$ cat config.mk
export PLATFORM = sky130hd
export DESIGN_NAME = uart_wake_detect
export DESIGN_NICKNAME = d
export VERILOG_FILES = /design/src/rtl/uart_wake_pkg.sv /design/src/rtl/rxd_edge_sync.sv /design/src/rtl/wake_event_counter.sv /design/src/rtl/wake_char_match.sv /design/src/rtl/uart_wake_detect.sv
export SDC_FILE = /design/constraint.sdc
export NUM_CORES = 1
export LEC_CHECK = 0
export ABC_AREA = 1
export BUFFER_PORTS_ARGS = -buffer_cell sky130_fd_sc_hd__buf_2
export CORE_AREA = 2 2 78 80
export CTS_CLUSTER_SIZE = 10
export DETAILED_ROUTE_END_ITERATION = 16
export DIE_AREA = 0 0 80 82
export GPL_TIMING_DRIVEN = 1
export PLACE_DENSITY = 0.91
export SLEW_MARGIN = 20
export SYNTH_ARGS = -nofsm -noshare
export SYNTH_HDL_FRONTEND = slang
export SYNTH_SLANG_ARGS = --single-unit
$ cat constraint.sdc
create_clock -name clk -period 4.2 [get_ports clk]
set_clock_uncertainty 0.15 [all_clocks]
set_input_delay 0.63 -clock clk [delete_from_list [all_inputs] [get_ports clk]]
set_output_delay 0.63 -clock clk [all_outputs]
set_load 0.1 [all_outputs]
$ cat src/rtl/uart_wake_pkg.sv
package uart_wake_pkg;
  typedef enum logic [1:0] {
    WK_EDGES = 2'd0,
    WK_BYTES = 2'd1,
    WK_CHARS = 2'd2,
    WK_OFF   = 2'd3
  } wake_mode_e;
endpackage

$ cat src/rtl/rxd_edge_sync.sv
module rxd_edge_sync #(
  parameter int SYNC_STAGES = 2
) (
  input  logic clk,
  input  logic rst,
  input  logic rxd,
  output logic edge_o
);
  // chain[0..SYNC_STAGES-1] synchronize, chain[SYNC_STAGES] holds previous level
  logic [SYNC_STAGES:0] chain;

  always_ff @(posedge clk) begin
    if (rst) chain <= '1;
    else     chain <= {chain[SYNC_STAGES-1:0], rxd};
  end

  assign edge_o = chain[SYNC_STAGES] ^ chain[SYNC_STAGES-1];
endmodule

$ cat src/rtl/wake_event_counter.sv
module wake_event_counter #(
  parameter int CNT_W = 10
) (
  input  logic             clk,
  input  logic             rst,
  input  logic             clr,
  input  logic             inc,
  input  logic [CNT_W-1:0] thresh,
  output logic             hit
);
  localparam logic [CNT_W-1:0] CNT_MAX = '1;
  logic [CNT_W-1:0] cnt;

  // the event that takes the count past the threshold fires
  assign hit = inc && (cnt >= thresh);

  always_ff @(posedge clk) begin
    if (rst || clr)               cnt <= '0;
    else if (inc && cnt != CNT_MAX) cnt <= cnt + 1'b1;
  end
endmodule

$ cat src/rtl/wake_char_match.sv
module wake_char_match #(
  parameter int NCHAR  = 5,
  parameter int CHAR_W = 8,
  parameter int NUM_W  = 3
) (
  input  logic                    clk,
  input  logic                    rst,
  input  logic                    clr,
  input  logic                    byte_vld,
  input  logic [CHAR_W-1:0]       byte_in,
  input  logic [NCHAR*CHAR_W-1:0] chars,
  input  logic [NUM_W-1:0]        use_num,
  input  logic [NCHAR-1:0]        mask,
  output logic                    hit
);
  localparam int PW = $clog2(NCHAR + 1);

  logic [CHAR_W-1:0] ch [NCHAR];
  logic [NCHAR-1:0]  en;
  logic [PW-1:0]     ptr, ptr_d, cur_idx, first_idx;
  logic              cur_ok, nxt_ok, any_en;
  logic [CHAR_W-1:0] cur_char, first_char;

  for (genvar g = 0; g < NCHAR; g++) begin : g_slot
    assign ch[g] = chars[g*CHAR_W +: CHAR_W];
    assign en[g] = (g < int'(use_num)) && !mask[g];
  end

  assign any_en = |en;

  // locate first enabled slot, expected slot at or after ptr, and its successor
  always_comb begin
    first_idx  = '0;
    first_char = '0;
    cur_idx    = '0;
    cur_char   = '0;
    cur_ok     = 1'b0;
    nxt_ok     = 1'b0;
    for (int i = NCHAR - 1; i >= 0; i--) begin
      if (en[i]) begin
        first_idx  = PW'(i);
        first_char = ch[i];
      end
      if (en[i] && i >= int'(ptr)) begin
        cur_ok   = 1'b1;
        cur_idx  = PW'(i);
        cur_char = ch[i];
      end
    end
    for (int i = 0; i < NCHAR; i++) begin
      if (en[i] && cur_ok && i > int'(cur_idx)) nxt_ok = 1'b1;
    end
  end

  assign hit = byte_vld && cur_ok && (byte_in == cur_char) && !nxt_ok;

  always_comb begin
    ptr_d = ptr;
    if (byte_vld) begin
      if (cur_ok && byte_in == cur_char)
        ptr_d = nxt_ok ? cur_idx + PW'(1) : '0;
      else if (any_en && byte_in == first_char)
        ptr_d = first_idx + PW'(1);
      else
        ptr_d = '0;
    end
  end

  always_ff @(posedge clk) begin
    if (rst || clr) ptr <= '0;
    else            ptr <= ptr_d;
  end
endmodule

$ cat src/rtl/uart_wake_detect.sv
module uart_wake_detect
  import uart_wake_pkg::*;
#(
  parameter int EDGE_W      = 10,
  parameter int BYTE_W      = 5,
  parameter int NCHAR       = 5,
  parameter int CHAR_W      = 8,
  parameter int NUM_W       = 3,
  parameter int SYNC_STAGES = 2
) (
  input  logic                    clk,
  input  logic                    rst,
  input  logic                    in_sleep,
  input  logic                    rxd,
  input  logic                    rx_byte_vld,
  input  logic [CHAR_W-1:0]       rx_byte,
  input  logic [1:0]              mode_sel,
  input  logic [EDGE_W-1:0]       edge_thresh,
  input  logic [BYTE_W-1:0]       byte_thresh,
  input  logic [NCHAR*CHAR_W-1:0] wake_chars,
  input  logic [NUM_W-1:0]        char_count,
  input  logic [NCHAR-1:0]        char_mask,
  input  logic                    wake_clr,
  output logic                    wake_req,
  output logic                    wake_raw
);
  wake_mode_e mode;
  logic rx_edge, hit_edges, hit_bytes, hit_chars, hit_any, clr_all;
  logic inc_edges, inc_bytes, vld_chars;

  assign mode = wake_mode_e'(mode_sel);

  rxd_edge_sync #(.SYNC_STAGES(SYNC_STAGES)) u_sync (
    .clk(clk), .rst(rst), .rxd(rxd), .edge_o(rx_edge)
  );

  assign inc_edges = in_sleep && (mode == WK_EDGES) && rx_edge;
  assign inc_bytes = in_sleep && (mode == WK_BYTES) && rx_byte_vld;
  assign vld_chars = in_sleep && (mode == WK_CHARS) && rx_byte_vld;

  always_comb begin
    unique case (mode)
      WK_EDGES: hit_any = hit_edges;
      WK_BYTES: hit_any = hit_bytes;
      WK_CHARS: hit_any = hit_chars;
      default:  hit_any = 1'b0;
    endcase
  end

  // leaving sleep or issuing a wakeup restarts every criterion
  assign clr_all = !in_sleep || hit_any;

  wake_event_counter #(.CNT_W(EDGE_W)) u_edges (
    .clk(clk), .rst(rst), .clr(clr_all), .inc(inc_edges),
    .thresh(edge_thresh), .hit(hit_edges)
  );

  wake_event_counter #(.CNT_W(BYTE_W)) u_bytes (
    .clk(clk), .rst(rst), .clr(clr_all), .inc(inc_bytes),
    .thresh(byte_thresh), .hit(hit_bytes)
  );

  wake_char_match #(.NCHAR(NCHAR), .CHAR_W(CHAR_W), .NUM_W(NUM_W)) u_match (
    .clk(clk), .rst(rst), .clr(clr_all), .byte_vld(vld_chars),
    .byte_in(rx_byte), .chars(wake_chars), .use_num(char_count),
    .mask(char_mask), .hit(hit_chars)
  );

  always_ff @(posedge clk) begin
    if (rst) begin
      wake_req <= 1'b0;
      wake_raw <= 1'b0;
    end else begin
      wake_req <= hit_any;
      wake_raw <= hit_any || (wake_raw && !wake_clr);
    end
  end
endmodule

### After elaboration in Yosys (flattened, before gate mapping)

Index checks and enable logic that the tools add are counted.

* equal/unequal tests: 6
* mux-type cells: 33
* add/subtract/negate cells: 4
* reductions and logical operators: 47
* bitwise gates (word level): 1
* $lt $le $gt $ge: 16

Operators with widths (count)
* 8-bit two-way mux: 10
* 3-bit two-way mux: 13
* 1-bit logical AND: 34
* 8-bit == test: 2
* 10-bit by 1-bit adder with 10-bit output, second input constant: 1
* 10-bit greater-or-equal comparator: 1
* 10-bit != test, second input constant: 1
* 1-bit two-way mux: 9
* 1-bit logical NOT: 8
* 3-bit by 1-bit adder with 3-bit output, second input constant: 2
* 1-bit by 3-bit greater-or-equal comparator with 1-bit output, first input constant: 2
* 2-bit by 3-bit greater-or-equal comparator with 1-bit output, first input constant: 2
* 2-bit by 3-bit greater-than comparator with 1-bit output, first input constant: 2
* 1-bit by 3-bit less-than comparator with 1-bit output, first input constant: 2
* 2-bit by 3-bit less-than comparator with 1-bit output, first input constant: 2
* 5-bit by 1-bit adder with 5-bit output, second input constant: 1
* 5-bit greater-or-equal comparator: 1
* 5-bit != test, second input constant: 1
* 5-bit OR reduction: 1
* 3-bit greater-or-equal comparator, first input constant: 1
* 1-bit by 3-bit greater-than comparator with 1-bit output, first input constant: 1
* 3-bit greater-than comparator, first input constant: 1
* 1-bit logical OR: 3
* 3-bit less-than comparator, first input constant: 1
* 5 further kinds: 5

* bits of input ports: 79
* word-level logic and storage cells: 113
* register bits: 23
* output and inout port bits: 2

### Longest topological paths before layout

* word-level depth: 19
* gate-level depth with buffers: 20
* mapped depth without buffers: 20

### Cells and area by module

A second synthesis with hierarchy kept.

* cell total of the unflattened synthesis: 609
* area total of the unflattened synthesis: 3394.5 sq um

Modules (own cells, without submodules)
* wake_char_match: area each 1869.3 sq um, sequential area each 60.1 sq um, times used 1, cells each 376
* wake_event_counter (u_edges): area each 908.4 sq um, sequential area each 200.2 sq um, times used 1, cells each 142
* wake_event_counter (u_bytes): area each 394.1 sq um, sequential area each 100.1 sq um, times used 1, cells each 60
* uart_wake_detect: area each 125.1 sq um, sequential area each 40.0 sq um, times used 1, cells each 20
* rxd_edge_sync: area each 97.6 sq um, sequential area each 60.1 sq um, times used 1, cells each 11

### Worst setup path after synthesis

Ideal clock, no wire load.

* path kind: input to register
* from: input port char_mask[3]
* to: register u_match.ptr[1]
* stages: 18
* data arrival time: 2469 ps
* required time: 3938 ps
* slack: 1469 ps
* path buffers: 3
* cells stage by stage: buf_2 nor2_4 nand2_2 buf_6 nand2_1 nand2_1 inv_1 ha_1 o21ai_0 o21ai_1 nand3_1 nand2_2 clkinv_1 nor2_1 nand3_4 nand3_4 buf_12 nor2_2

* longest elaborated chain between the ends: 18
* elaborated cells between the ends (all ways): 56
* classes of those cells: add/sub: 2; order compare: 4; eq/ne: 2; mux: 28; reduce/logical: 20

Ends and longest elaborated chain
* start, declared: RTL line uart_wake_detect.sv:22 `input logic [NCHAR-1:0] char_mask,`
* 1-bit logical NOT (*): RTL line wake_char_match.sv:26 `assign en[g] = (g < int'(use_num)) && !mask[g];`
* 1-bit logical AND (*): RTL line wake_char_match.sv:26
* 1-bit logical AND: RTL line wake_char_match.sv:44 `if (en[i] && i >= int'(ptr)) begin`
* 3-bit two-way mux or 1-bit two-way mux (tied branches) (4 in series): RTL line wake_char_match.sv:44
* 1-bit by 3-bit greater-than comparator with 1-bit output or 1-bit logical AND (tied branches): RTL line wake_char_match.sv:51 `if (en[i] && cur_ok && i > int'(cur_idx)) nxt_ok = 1'b1;`
* 1-bit logical AND: RTL line wake_char_match.sv:51
* 1-bit two-way mux (4 in series): RTL line wake_char_match.sv:51
* 1-bit logical NOT: RTL line wake_char_match.sv:55 `assign hit = byte_vld && cur_ok && (byte_in == cur_char) && !nxt_ok;`
* 1-bit logical AND: RTL line wake_char_match.sv:55
* 1-bit one-hot mux with 3 select lines: RTL line uart_wake_detect.sv:42 `unique case (mode)`
* 1-bit logical OR: RTL line uart_wake_detect.sv:51 `assign clr_all = !in_sleep || hit_any;`
* 1-bit logical OR: RTL line wake_char_match.sv:70 `if (rst || clr) ptr <= '0;`
* end signal, assigned: RTL line wake_char_match.sv:71 `else ptr <= ptr_d;`
* end, declared: RTL line wake_char_match.sv:20 `logic [PW-1:0] ptr, ptr_d, cur_idx, first_idx;`

Every way passes the cells marked *; elsewhere a longest branch is shown, timed or not.
A chain may end at the register's enable or synchronous reset.

### Worst setup path in the final report

* from: input port char_count[0]
* to: register u_match.ptr[2]

* longest elaborated chain between the ends: 19
* elaborated cells between the ends (all ways): 73
* classes of those cells: add/sub: 2; order compare: 9; eq/ne: 2; mux: 33; reduce/logical: 27

Ends and longest elaborated chain
* start, declared: RTL line uart_wake_detect.sv:21 `input logic [NUM_W-1:0] char_count,`
* 3-bit less-than comparator: RTL line wake_char_match.sv:26
* 1-bit logical AND: RTL line wake_char_match.sv:26
* 1-bit logical AND: RTL line wake_char_match.sv:44
* 3-bit two-way mux or 1-bit two-way mux (tied branches) (5 in series): RTL line wake_char_match.sv:44
* 1-bit by 3-bit greater-than comparator with 1-bit output or 1-bit logical AND (tied branches): RTL line wake_char_match.sv:51
* 1-bit logical AND: RTL line wake_char_match.sv:51
* 1-bit two-way mux (4 in series): RTL line wake_char_match.sv:51
* 1-bit logical NOT: RTL line wake_char_match.sv:55
* 1-bit logical AND: RTL line wake_char_match.sv:55
* 1-bit one-hot mux with 3 select lines: RTL line uart_wake_detect.sv:42
* 1-bit logical OR: RTL line uart_wake_detect.sv:51
* 1-bit logical OR: RTL line wake_char_match.sv:70

Several ways; a longest one is shown, not always the timed one.

==> flow_summary.json <==
{
  "status": "finished clean",
  "cp.arrival_ns": 3.13,
  "path_max_fanout": 19,
  "die_h_um": 82,
  "root_buffer": "clkbuf_8",
  "power_uw": 630,
  "post-route-drc-count": 0,
  "seq_area_um2": 460,
  "die_x_um": 80,
  "yosys_warnings": 0,
  "avgSynthCellArea_um2": 5.54,
  "rsz0062_at_grt": "no",
  "grt_pass1_vias": 3556,
  "tritoncts": "yes",
  "synth.top_cell.area_share_pct": 22.6,
  "dr.first_iter.drc_count": 375,
  "n_antenna_cell": 0,
  "yosysSeqAreaShare_pct": 14.2,
  "timing.hold.ws_ns": 0.261,
  "syn-cell-area_mm2": 0.00324,
  "clkSinkCount": 23,
  "worst_slew_pin_slew_ns": 0.486,
  "end_kind": "flop",
  "viasPerCell": 5.27,
  "tns_ns": 0,
  "ctsResizeCount": 0,
  "initial_utilization_pct": 56.4,
  "syn_inst": 585,
  "crit_path_max_incr_delay_ns": 0.23,
  "setup_violations": 0,
  "portBuffers": 80,
  "ys.flop_type": "dfxtp_1",
  "relSlewSlack_pct": 67.8,
  "ir_drop_uv": 237,
  "fin_crit_sh_pct": 73.8,
  "antenna_found_initial": 0,
  "cp_data_required_time_ns": 4.23,
  "topRoutingLayerUsed": "met4",
  "ios": 81,
  "synth_commonest_cells": "195 x nand2_1, 106 x inv_1, 63 x nor2_1, 60 x nand3_1, 28 x a21oi_1",
  "vias": 3870,
  "gp_congestion": 0.935,
  "first_pass_iters": 5,
  "synth_seq_cells": 23,
  "fin_nets": 762,
  "core_mm2": 0.00575,
  "worstSetupPathType": "input port to flop",
  "yosys.cell_count.top_type": "nand2_1",
  "final_cells": 735,
  "post-cts-setup-buffer-count": 0,
  "cts_max_level": 1,
  "cts_made_buffers": 3,
  "cpMaxStageDelayCell": "nor2_1",
  "synth.net_count": 686,
  "async_flop_share_pct": 0,
  "synth_top_area_cell": "nand2_1",
  "slew_violations": 0,
  "wl_um": 8730,
  "fin_crit_ns": 3.10,
  "drv_cap": 0,
  "synth.area.top_cells": "nand2_1 23%, dfxtp_1 14%, inv_1 12%",
  "crit_start": "char_count[0]",
  "hold_viol": 0,
  "ant_nets": 0,
  "dp_cells": 731,
  "grt_first_pass_wirelength_um": 14500,
  "p_per_area_mw_per_mm2": 170,
  "multi_input_area_mm2": 0.00228,
  "worstSkewPairLatency_ns": 0.27,
  "hold_path_class": "flop to flop",
  "startpoint_type": "input port",
  "route.met3.wl_um": 565,
  "wl_met2_um": 4320,
  "path_cells": "buf_2 > nor2_1 > nand2_1 > nand2_2 > nor3_4 > buf_4 > nor2_1 > nand2_1 > inv_1 > ha_1 > o21ai_0 > o21ai_1 > nand3_1 > nand2_2 > clkinv_1 > nor2_1 > nand3_4 > nand3_4 > inv_1 > nand2_1 > inv_1",
  "dp_hpwl_um": 7100,
  "max-clock-path-buffers": 2,
  "drive_gt1_share_pct": 18.2,
  "row_count": 28,
  "grt_overflow_total": 0,
  "path_clk_slew_ns": 0.08,
  "wl_met1_um": 3520,
  "avgRoutedWirePerCell_um": 11.9,
  "synthToLayoutAreaGrowth_pct": 14.1,
  "grt_max_degree": 20,
  "die_area_mm2": 0.00656,
  "reg2reg_from": "u_match.ptr[2]$_SDFFE_PP0P_",
  "max_clock_freq_mhz": 322,
  "hold_start": "u_sync.chain[0]$_SDFF_PP1_",
  "grtUsageTotal_pct": 27.2,
  "ys_types": 34,
  "nFillCells": 569,
  "synth_edf_count": 0,
  "p_leak_nw": 2.20,
  "hold_buffers": 0
}
-- per-stage QoR --
stage | utilization [%] | setup slack (ns) | instance area [um^2]
detailed placement | 63.5 | 0.837 | 3650
floorplan | - | 1.47 | 3240
finish | 64.3 | 1.10 | 3690
CTS | 64.3 | 1.12 | 3690
global placement | 63.5 | 0.928 | 3650
global route | 64.3 | 0.821 | 3690
-- state kept, by name (all words and copies together), names as in the netlist --
signal and cells:
u_edges.cnt 10, u_sync.chain 3, u_bytes.cnt 5, u_match.ptr 3, wake_raw 1, wake_req 1
-- cell families after synthesis --
| group | Yosys count | share of synthesized area (%) |
|---|---|---|
| compound gates | 47 | 8.54 |
| fa+ha+maj | 22 | 8.50 |
| buf+inv | 119 | 15.5 |
| xor+xnor | 8 | 2.16 |
| simple gates | 366 | 51.1 |
| flops | 23 | 14.2 |
-- critical path: cells and delay by family --
family / cells / cell delay, ns
AND/OR/NAND/NOR: 12 / 1.59
AO/OA/AOI/OAI: 2 / 0.17
adder cells (fa/ha/maj): 1 / 0.14
buffers and inverters: 6 / 0.60
-- cell type report --
| cell class | count | area share [%] |
|---|---|---|
| multi-input combinational | 443 | 61.6 |
| sequential | 23 | 12.5 |
| inverter | 109 | 11.1 |
| timing repair buffer | 81 | 11.0 |
| tap | 75 | 2.54 |
| clock buffer | 3 | 1.12 |
| clock inverter | 1 | 0.135 |
-- worst paths after layout --
path / endpoint / slack [ns] / depth (start not counted)
max: u_match.ptr[2]$_SDFFE_PP0P_ / 1.10 / 21
min: u_sync.chain[1]$_SDFF_PP1_ / 0.26 / 1
max reg2reg: u_edges.cnt[4]$_SDFFE_PP0P_ / 1.39 / 16
min reg2reg: u_sync.chain[1]$_SDFF_PP1_ / 0.26 / 1
-- metal layers --
metal  up-vias  track usage (%)
li1       1963                -
met1      1706             29.9
met2       168             53.8
met3        33             1.54
met4         0             11.4
met5         -                0
-- report_power, final --
| part | leakage, nW | internal [mW] | switching, mW |
|---|---|---|---|
| sequential | 0.186 | 0.219 | 0.000637 |
| clock | 0.0255 | 0.0663 | 0.0706 |
| combinational | 1.98 | 0.0978 | 0.175 |
| total | 2.20 | 0.383 | 0.246 |
-- cells in the final DEF, fill, tap and decap left out, types with 2 or more instances in the layout --
| cell type | n |
|---|---|
| nand2_1 | 195 |
| inv_1 | 106 |
| buf_2 | 80 |
| nor2_1 | 63 |
| nand3_1 | 60 |
| a21oi_1 | 28 |
| dfxtp_1 | 23 |
| ha_1 | 22 |
| nand4_1 | 11 |
| nor2_4 | 8 |
| nor2_2 | 7 |
| nor3_1 | 6 |
| o21ai_0 | 6 |
| nand2_2 | 5 |
| xor2_1 | 5 |
| a21oi_2 | 4 |
| nand3_4 | 3 |
| xnor2_1 | 3 |
| or2_2 | 3 |
| clkbuf_8 | 3 |
| nand2_4 | 2 |
| clkinv_1 | 2 |
| nor4_1 | 2 |
| o21ai_1 | 2 |
| o21bai_1 | 2 |
Power figures use the tool's default switching activity.
